`src/rtl/nf_pkg.sv`:
```
package nf_pkg;
  typedef enum logic [1:0] {OP_CMD, OP_ADDR, OP_WR, OP_RD} nf_op_e;
  typedef enum logic [1:0] {S_IDLE, S_SETUP, S_STRB, S_HOLD} nf_state_e;
  typedef logic [3:0] nf_addr_t;

  localparam nf_addr_t RA_CTRL   = 4'd0;
  localparam nf_addr_t RA_STAT   = 4'd1;
  localparam nf_addr_t RA_EVT    = 4'd2;
  localparam nf_addr_t RA_CMD    = 4'd3;
  localparam nf_addr_t RA_ADDR   = 4'd4;
  localparam nf_addr_t RA_WDATA  = 4'd5;
  localparam nf_addr_t RA_RDREQ  = 4'd6;
  localparam nf_addr_t RA_RDATA  = 4'd7;
  localparam nf_addr_t RA_CLR    = 4'd8;
  localparam nf_addr_t RA_PAGE   = 4'd9;
  localparam nf_addr_t RA_COUNT  = 4'd10;
endpackage

```
`src/rtl/nf_wbuf.sv`:
```
module nf_wbuf #(
  parameter int W     = 18,
  parameter int DEPTH = 4
) (
  input  logic         clk,
  input  logic         rst,
  input  logic         push,
  input  logic [W-1:0] din,
  input  logic         pop,
  output logic [W-1:0] dout,
  output logic         full,
  output logic         empty
);
  localparam int PW = (DEPTH > 1) ? $clog2(DEPTH) : 1;

  logic [W-1:0]  mem [DEPTH];
  logic [PW-1:0] wp, rp;
  logic [PW:0]   cnt;

  always_ff @(posedge clk) begin
    if (push) mem[wp] <= din;
  end

  always_ff @(posedge clk) begin
    if (rst) begin
      wp  <= '0;
      rp  <= '0;
      cnt <= '0;
    end else begin
      if (push) wp <= (wp == PW'(DEPTH - 1)) ? '0 : wp + 1'b1;
      if (pop)  rp <= (rp == PW'(DEPTH - 1)) ? '0 : rp + 1'b1;
      case ({push, pop})
        2'b10:   cnt <= cnt + 1'b1;
        2'b01:   cnt <= cnt - 1'b1;
        default: cnt <= cnt;
      endcase
    end
  end

  assign dout  = mem[rp];
  assign full  = (cnt == (PW+1)'(DEPTH));
  assign empty = (cnt == '0);
endmodule

```
`src/rtl/nf_seq.sv`:
```
module nf_seq
  import nf_pkg::*;
#(
  parameter int DW   = 16,
  parameter int DLYW = 4
) (
  input  logic            clk,
  input  logic            rst,
  input  logic            start,
  input  nf_op_e          op,
  input  logic [DW-1:0]   wdata,
  input  logic            wide,
  input  logic [DLYW-1:0] rd_dly,
  input  logic [DLYW-1:0] wr_dly,
  input  logic [DW-1:0]   din,
  output logic            busy,
  output logic            done,
  output logic [DW-1:0]   rdata,
  output logic            cle,
  output logic            ale,
  output logic            we_n,
  output logic            re_n,
  output logic [DW-1:0]   dout,
  output logic            doe
);
  localparam int HW = DW / 2;

  nf_state_e       st;
  nf_op_e          op_q;
  logic            wide_q;
  logic [DLYW-1:0] cnt;

  always_ff @(posedge clk) begin
    if (rst) begin
      st     <= S_IDLE;
      op_q   <= OP_CMD;
      wide_q <= 1'b0;
      cnt    <= '0;
      dout   <= '0;
      rdata  <= '0;
      done   <= 1'b0;
    end else begin
      done <= 1'b0;
      case (st)
        S_IDLE: if (start) begin
          op_q   <= op;
          wide_q <= wide;
          dout   <= wide ? wdata : {{HW{1'b0}}, wdata[HW-1:0]};
          cnt    <= (op == OP_RD) ? rd_dly : wr_dly;
          st     <= S_SETUP;
        end
        S_SETUP: st <= S_STRB;
        S_STRB: begin
          if (cnt == '0) begin
            st <= S_HOLD;
            if (op_q == OP_RD)
              rdata <= wide_q ? din : {{HW{1'b0}}, din[HW-1:0]};
          end else begin
            cnt <= cnt - 1'b1;
          end
        end
        default: begin
          st   <= S_IDLE;
          done <= 1'b1;
        end
      endcase
    end
  end

  assign busy = (st != S_IDLE);
  assign cle  = busy && (op_q == OP_CMD);
  assign ale  = busy && (op_q == OP_ADDR);
  assign doe  = busy && (op_q != OP_RD);
  assign we_n = !((st == S_STRB) && (op_q != OP_RD));
  assign re_n = !((st == S_STRB) && (op_q == OP_RD));
endmodule

```
`src/rtl/nand_front.sv`:
```
module nand_front
  import nf_pkg::*;
#(
  parameter int DW         = 16,
  parameter int DEPTH      = 4,
  parameter int SECT_BYTES = 256,
  parameter int DLYW       = 4
) (
  input  logic          clk,
  input  logic          rst,
  input  logic          reg_wr,
  input  logic          reg_rd,
  input  logic [3:0]    reg_addr,
  input  logic [DW-1:0] reg_wdata,
  output logic [DW-1:0] reg_rdata,
  input  logic          pg_wvalid,
  input  logic [DW-1:0] pg_wdata,
  output logic          pg_wready,
  output logic          pg_rvalid,
  output logic [DW-1:0] pg_rdata,
  output logic          nd_ce_n,
  output logic          nd_cle,
  output logic          nd_ale,
  output logic          nd_we_n,
  output logic          nd_re_n,
  output logic [DW-1:0] nd_dout,
  output logic          nd_doe,
  input  logic [DW-1:0] nd_din,
  input  logic          nd_rdy
);
  localparam int EW = DW + 2;
  localparam int CW = $clog2(2 * SECT_BYTES) + 1;

  logic            psel, wide;
  logic [DLYW-1:0] rdly, wdly;
  logic            rdy_s1, rdy_s2, rdy_s3, empty_d;
  logic [4:0]      irq_q, irq_set;
  logic            page_rd, page_wr, cur_page, cur_rd;
  logic [CW-1:0]   issued, xfer_cnt, nwords;
  logic [1:0]      rst_cnt;
  logic [DW-1:0]   rd_hold;

  // write buffer
  logic          q_wr, push, wb_full, wb_empty, fifo_go, page_go, start;
  nf_op_e        q_op, s_op;
  logic [EW-1:0] f_vec;
  logic [DW-1:0] s_data, seq_rdata;
  logic          seq_busy, seq_done, last_word;

  always_comb begin
    q_wr = reg_wr;
    case (reg_addr)
      RA_CMD:   q_op = OP_CMD;
      RA_ADDR:  q_op = OP_ADDR;
      RA_WDATA: q_op = OP_WR;
      RA_RDREQ: q_op = OP_RD;
      default: begin
        q_op = OP_CMD;
        q_wr = 1'b0;
      end
    endcase
  end

  assign push = q_wr && !wb_full;

  nf_wbuf #(.W(EW), .DEPTH(DEPTH)) u_wbuf (
    .clk(clk), .rst(rst), .push(push), .din({q_op, reg_wdata}),
    .pop(fifo_go), .dout(f_vec), .full(wb_full), .empty(wb_empty)
  );

  // section length in bus words
  always_comb begin
    case ({psel, wide})
      2'b00:   nwords = CW'(SECT_BYTES);
      2'b01:   nwords = CW'(SECT_BYTES / 2);
      2'b10:   nwords = CW'(2 * SECT_BYTES);
      default: nwords = CW'(SECT_BYTES);
    endcase
  end

  assign pg_wready = !seq_busy && wb_empty && page_wr && (issued < nwords);
  assign fifo_go   = !seq_busy && !wb_empty;
  assign page_go   = !seq_busy && wb_empty && (issued < nwords) &&
                     (page_rd || (page_wr && pg_wvalid));
  assign start     = fifo_go || page_go;
  assign s_op      = fifo_go ? nf_op_e'(f_vec[EW-1:DW]) : (page_rd ? OP_RD : OP_WR);
  assign s_data    = fifo_go ? f_vec[DW-1:0] : pg_wdata;
  assign last_word = (xfer_cnt + CW'(1)) == nwords;

  nf_seq #(.DW(DW), .DLYW(DLYW)) u_seq (
    .clk(clk), .rst(rst), .start(start), .op(s_op), .wdata(s_data),
    .wide(wide), .rd_dly(rdly), .wr_dly(wdly), .din(nd_din),
    .busy(seq_busy), .done(seq_done), .rdata(seq_rdata),
    .cle(nd_cle), .ale(nd_ale), .we_n(nd_we_n), .re_n(nd_re_n),
    .dout(nd_dout), .doe(nd_doe)
  );

  assign irq_set = {page_wr && seq_done && cur_page && last_word,
                    seq_done && !cur_page && cur_rd,
                    wb_empty && !empty_d,
                    q_wr && wb_full,
                    rdy_s2 && !rdy_s3};

  always_ff @(posedge clk) begin
    if (rst) begin
      {psel, wide} <= 2'b00;
      rdly      <= '0;
      wdly      <= '0;
      {rdy_s1, rdy_s2, rdy_s3} <= 3'b111;
      empty_d   <= 1'b1;
      irq_q     <= '0;
      page_rd   <= 1'b0;
      page_wr   <= 1'b0;
      cur_page  <= 1'b0;
      cur_rd    <= 1'b0;
      issued    <= '0;
      xfer_cnt  <= '0;
      rst_cnt   <= '0;
      rd_hold   <= '0;
      pg_rvalid <= 1'b0;
      pg_rdata  <= '0;
      reg_rdata <= '0;
    end else begin
      {rdy_s1, rdy_s2, rdy_s3} <= {nd_rdy, rdy_s1, rdy_s2};
      empty_d   <= wb_empty;
      pg_rvalid <= 1'b0;
      if (reg_wr && reg_addr == RA_CTRL) begin
        psel <= reg_wdata[0];
        wide <= reg_wdata[1];
        rdly <= reg_wdata[4 +: DLYW];
        wdly <= reg_wdata[8 +: DLYW];
      end
      if (start) begin
        cur_page <= page_go && !fifo_go;
        cur_rd   <= (s_op == OP_RD);
        if (!fifo_go) issued <= issued + CW'(1);
      end
      if (seq_done) begin
        if (cur_page) begin
          xfer_cnt <= xfer_cnt + CW'(1);
          if (page_rd) begin
            pg_rvalid <= 1'b1;
            pg_rdata  <= seq_rdata;
          end
          if (last_word) begin
            page_rd <= 1'b0;
            page_wr <= 1'b0;
          end
        end else if (cur_rd) begin
          rd_hold <= seq_rdata;
        end
      end
      if (reg_wr && reg_addr == RA_PAGE && !page_rd && !page_wr &&
          (reg_wdata[0] || reg_wdata[1])) begin
        page_rd  <= reg_wdata[0];
        page_wr  <= !reg_wdata[0];
        issued   <= '0;
        xfer_cnt <= '0;
      end
      if (reg_wr && reg_addr == RA_CLR && reg_wdata[0]) rst_cnt <= 2'd2;
      else if (rst_cnt != 2'd0) rst_cnt <= rst_cnt - 1'b1;
      if (rst_cnt != 2'd0) begin
        xfer_cnt <= '0;
        issued   <= '0;
      end
      if (reg_wr && reg_addr == RA_EVT) irq_q <= (irq_q & ~reg_wdata[4:0]) | irq_set;
      else irq_q <= irq_q | irq_set;
      if (reg_rd) begin
        case (reg_addr)
          RA_CTRL:  reg_rdata <= DW'({wdly, rdly, 2'b00, wide, psel});
          RA_STAT:  reg_rdata <= DW'({wb_empty, page_rd, page_wr, wb_full, rdy_s2});
          RA_EVT:   reg_rdata <= DW'(irq_q);
          RA_RDATA: reg_rdata <= rd_hold;
          RA_CLR:   reg_rdata <= DW'(rst_cnt != 2'd0);
          RA_PAGE:  reg_rdata <= DW'({page_wr, page_rd});
          RA_COUNT: reg_rdata <= DW'(xfer_cnt);
          default:  reg_rdata <= '0;
        endcase
      end
    end
  end

  assign nd_ce_n = !(seq_busy || page_rd || page_wr);
endmodule

```
`config.mk`:
```
export PLATFORM = sky130hd
export DESIGN_NAME = nand_front
export DESIGN_NICKNAME = d
export VERILOG_FILES = /design/src/rtl/nf_pkg.sv /design/src/rtl/nf_wbuf.sv /design/src/rtl/nf_seq.sv /design/src/rtl/nand_front.sv
export SDC_FILE = /design/constraint.sdc
export NUM_CORES = 1
export LEC_CHECK = 0
export ABC_AREA = 1
export BUFFER_PORTS_ARGS = -buffer_cell sky130_fd_sc_hd__buf_2
export CAP_MARGIN = 15
export CORE_UTILIZATION = 51
export DETAILED_ROUTE_END_ITERATION = 10
export GPL_TIMING_DRIVEN = 0
export HOLD_SLACK_MARGIN = 0.05
export PLACE_DENSITY = 0.67
export SYNTH_ARGS = -nofsm -noshare
export SYNTH_HDL_FRONTEND = slang
export SYNTH_SLANG_ARGS = --single-unit
```
`constraint.sdc`:
```
create_clock -name clk -period 3.2 [get_ports clk]
set_input_delay 0.48 -clock clk [delete_from_list [all_inputs] [get_ports clk]]
set_output_delay 0.48 -clock clk [all_outputs]
set_load 0.005 [all_outputs]
```
[Word-level counts from Yosys, hierarchy flattened]
Memories as Yosys holds them, arrays and structs flattened. A register that Yosys moved wholly into a read port is not among the register bits.
Cells that the tools add are included.
Word-level totals
  memories: 1
  register bits: 143
  RAM bits: 72
  word-level logic and storage cells: 183
Memory list
  u_wbuf.mem: depth 4, width 18, rd ports 1, clocked after memory_dff 1, wr ports 1, line nf_wbuf.sv:16  | logic [W-1:0] mem [DEPTH];
Operators by class
  $add $sub $neg: 8
  reduce and logical (&&, ||, !) cells: 75
  magnitude comparators: 1
  multiplexer cells: 33
  bitwise gates (word level): 7
  equal/unequal tests: 27
Operator list (count)
  case mux 16 bit (7 select lines): 1
  two-way mux 16 bit: 3
  logical AND 1 bit: 30
  adder 10 x 1 -> 10 bit (second input constant): 2
  case mux 10 bit (2 select lines): 1
  two-way mux 2 bit: 9
  equality test 4 x 3 -> 1 bit (second input constant): 4
  nonzero test 2 bit: 8
  AND reduction 3 bit: 5
  equality test 2 bit (second input constant): 7
  zero test 1 bit: 13
  equality test 4 bit (second input constant): 3
  two-way mux 4 bit: 3
  case mux 2 bit (3 select lines): 2
  two-way mux 1 bit: 11
  equality test 10 bit: 1
  less-than comparator 10 bit: 1
  bitwise OR 5 bit: 2
  OR reduction 3 bit: 3
  equality test 2 x 1 -> 1 bit (second input constant): 4
  equality test 4 x 2 -> 1 bit (second input constant): 2
  zero test 4 bit: 2
  case mux 4 bit (2 select lines): 1
  AND reduction 2 bit: 4
  19 further kinds: 29

[Longest topological paths before layout]
  depth after elaboration: 8
  mapped depth: 15
  mapped depth without buffers: 14

[Modules after synthesis]
From an unflattened synthesis, not the netlist that was laid out.
Unflattened totals
  cells, all modules: 1149
  area, all modules: 9486.6 µm²
Modules (own cells, without submodules)
  nand_front: seq. area each 1881.8 µm², area each 4441.8 µm², cells each 646, instances 1
  nf_wbuf: seq. area each 2342.2 µm², area each 3168.0 µm², cells each 234, instances 1
  nf_seq: seq. area each 840.8 µm², area each 1876.8 µm², cells each 269, instances 1

[Worst setup path after synthesis]
No wires, ideal clock.
  path type: input -> register
  start point: input port reg_wr
  end point: memory u_wbuf.mem[0][0] (enable)
  arrival time: 1.890 ns
  slack: 0.918 ns
  cell stages on the path: 7
  buffers on the path: 1
  setup time: 0.393 ns
  path through: buf_2 nand2_1 a21oi_1 o21ai_0 nor2_1 inv_2 nor2_1
Between the ends
  longest elaborated chain between the ends: 4
RTL lines
  from (decl): line nand_front.sv:11  | input logic reg_wr,
  two-way mux 1 bit: line nand_front.sv:52  | case (reg_addr)
  logical AND 1 bit: line nand_front.sv:64  | assign push = q_wr && !wb_full;
  two-way mux 1 bit: line nf_wbuf.sv:21  | if (push) mem[wp] <= din;
  two-way mux 1 bit (not written as such): line nf_wbuf.sv:21
  to (decl): line nf_wbuf.sv:16
Every way passes these cells.

[Final worst setup path]
  start point: register wide
  end point: output port pg_wready
Between the ends
  longest elaborated chain between the ends: 4
  elaborated cells between the ends (all ways): 5
  classes of those cells: order compare: 1; eq/ne: 2; mux: 1; reduce/logical: 1
RTL lines
  from (decl): line nand_front.sv:34  | logic psel, wide;
  from (signal assigned): line nand_front.sv:129  | wide <= reg_wdata[1];
  equality test 2 bit / equality test 2 x 1 -> 1 bit (equally long branches): line nand_front.sv:73  | case ({psel, wide})
  case mux 10 bit (2 select lines) (*): line nand_front.sv:73
  less-than comparator 10 bit (*): line nand_front.sv:81  | assign pg_wready = !seq_busy && wb_empty && page_wr && (issued < nwords);
  logical AND 1 bit (*): line nand_front.sv:81
  to (decl): line nand_front.sv:18  | output logic pg_wready,
Mark *: on every way between the ends. The rest lies on a longest branch, timed or not.

==> impl_metrics.json <==
{
  "outcome": "completed",
  "clkSlewWorstSetupHoldPaths_ps": 60,
  "die_area_um2": 18500,
  "cp_max_fo": 10,
  "clock_path_buffers": 3,
  "synth_edf_count": 72,
  "syn_avg_cell_area_um2": 8.45,
  "drc": 0,
  "synth-seq-cells": 217,
  "core_area_um2": 17400,
  "ys_types": 40,
  "endpoint_kind": "primary output",
  "ys_seq_area_share_pct": 55.2,
  "syn_nets": 1161,
  "rows": 48,
  "hpwlAfterDp_um": 17700,
  "async_reset_ff_share_pct": 0,
  "syn_to_final_growth_pct": 18.5,
  "yosys_warnings": 0,
  "grt_pass1_vias": 7500,
  "antenna_found_initial": 0,
  "drt_iter0_drc": 638,
  "final_nets": 1302,
  "ant_nets": 0,
  "synth_mux_area_share_pct": 0,
  "max_freq_mhz": 328,
  "routed_wl_um": 24700,
  "rsz0062_at_grt": "no",
  "track_usage_pct": 27.4,
  "ys.flop_type": "dfxtp_1",
  "drive_above_1_share_pct": 16.4,
  "grt_pass1_wl_um": 38900,
  "fillers": 1570,
  "synth-simple-area-share_pct": 20.3,
  "fin_crit_ps": 3050,
  "synth_compound_area_share_pct": 15.2,
  "yosys.area.top_type": "dfxtp_1",
  "clock_sinks": 217,
  "cts_tree": "built",
  "hold_slack_ps": 151,
  "synth_fa_ha_area_share_pct": 2.40,
  "htreeDepth": 1,
  "setup_tns_ps": 0,
  "vdd_drop_max_v": 0.000453,
  "initial_utilization_pct": 52.7,
  "hold_viol_final": 0,
  "required_ps": 2720,
  "fin_worst_skew_ps": 15.9,
  "cts_resized": 2,
  "worstPathArrival_ps": 2570,
  "ctsHoldBuffers": 0,
  "io_buffers": 112,
  "layout.cells.most_common": "nand2_1",
  "synth_cells": 1086,
  "final_cell_mix": "239 x nand2_1, 145 x dfxtp_1, 124 x buf_2",
  "power_density_nw_per_um2": 743,
  "synth_top_family_by_area": "simple AND/OR/NAND/NOR gates",
  "setup_viol": 0,
  "max_slew_margin_pct": 44.6,
  "die_h_um": 136,
  "vias": 7889,
  "synth_top_area_share_pct": 31.6,
  "die_x_um": 136,
  "power_leakage_nw": 4.32,
  "num_io_pins": 114,
  "worst_pin_slew_ps": 830,
  "cts-root-buf": "clkbuf_16",
  "period_share_pct": 95.3,
  "gp_congestion": 0.877,
  "synth_xor_area_share_pct": 0.573,
  "hp-class": "in2reg",
  "synth_area_leaders": "dfxtp_1 32%, edfxtp_1 24%, nand2_1 9.8%",
  "netlist_area_um2": 9180,
  "grt_start_max_net_pins": 17,
  "overflow": 0,
  "postCtsSetupBuffers": 0,
  "critPathKind": "reg2out",
  "clk_latency_ps": 510,
  "n_antenna_cell": 0,
  "critPathLaunchType": "flip-flop",
  "numCtsBuffers": 23,
  "wire_per_inst_um": 16.8,
  "maxSlewViolCount": 0,
  "viasPerCell": 5.38,
  "firstDrtPassIters": 6,
  "max_cap_violations": 0
}
==> final timing paths <==
check,startpoint,to,slack (ps),cells after the start
setup / recovery,wide,pg_wready,150,10
hold / removal,nd_rdy,rdy_s1,150,2
setup reg to reg,wide,u_seq.dout[10],460,12
hold reg to reg,rdy_s1,rdy_s2,410,1
==> where the power goes <==
group	internal (mW)	switching, mW
sequential	3.02	0.0973
clock	1.67	1.06
combinational	0.698	1.53
==> Yosys cell counts, types with 2 or more instances <==
master,number
nand3_1,65
clkbuf_1,33
o22ai_1,12
buf_4,3
o21ai_1,12
a211oi_1,4
nor3_1,6
edfxtp_1,72
o211ai_1,6
ha_1,16
nand4_1,8
buf_1,2
o221ai_1,7
nor2_1,112
a21oi_1,104
a31oi_1,13
o2111ai_1,9
o211a_1,2
buf_2,12
o21ai_0,82
dfxtp_1,145
nand3b_1,2
inv_1,77
nand2_1,239
xor2_1,5
inv_2,19
nand3_2,3
or2_2,4
==> state kept, by name (all words and copies together) (netlist names), 4 cells and up, named ones only <==
name / count
pg_rdata: 16
reg_rdata: 16
rdly: 4
u_wbuf.mem: 72
xfer_cnt: 10
u_seq.cnt: 4
rd_hold: 16
u_seq.dout: 16
u_seq.rdata: 16
issued: 10
wdly: 4
irq_q: 5
==> cells by family (layout without fill, tap and decap cells) <==
group	Yosys count	in the layout
fa+ha+maj	17	17
compound gates	252	252
buf+inv	148	302
simple gates	446	446
flops	217	217
xor+xnor	6	6
==> metrics by stage <==
stage          util, %  setup slack [ps]  instances  area, um^2  power (mW)
6_report          62.4               149       1465       10900        8.08
5_1_grt           62.4              3.98       1465       10900        8.53
3_5_place_dp      57.9              78.6       1427       10100        5.40
2_1_floorplan        -               918       1086        9180        4.66
4_1_cts           62.4              90.0       1465       10900        8.12
3_3_place_gp      57.5               119       1423       10000        5.35
==> layout make-up <==
cell class | count | area [um^2] | share of cell area, %
sequential | 217 | 5060 | 46.6
multi-input combinational | 721 | 3530 | 32.5
clock buffer | 33 | 704 | 6.48
timing repair buffer | 116 | 621 | 5.71
inverter | 97 | 364 | 3.35
tap | 225 | 282 | 2.59
buffer | 51 | 229 | 2.11
clock inverter | 5 | 72.6 | 0.668
==> layer usage <==
metal,GRT usage (%),part of all wire (%),vias up
li1,-,-,3938
met1,36.1,43,3649
met2,45.6,47,258
met3,4.36,7.0,44
met4,9.07,2.8,0
met5,0,0,-
==> critical path, stage by stage, from the launching register on <==
cell and delay (ps):
dfxtp_1 380, clkbuf_4 260, inv_1 110, ha_1 230
inv_1 110, ha_1 250, a21o_1 190, a21oi_2 170
nand2_1 70, nor2_1 170, buf_2 150
No activity file was read; power rests on OpenSTA's default activity.
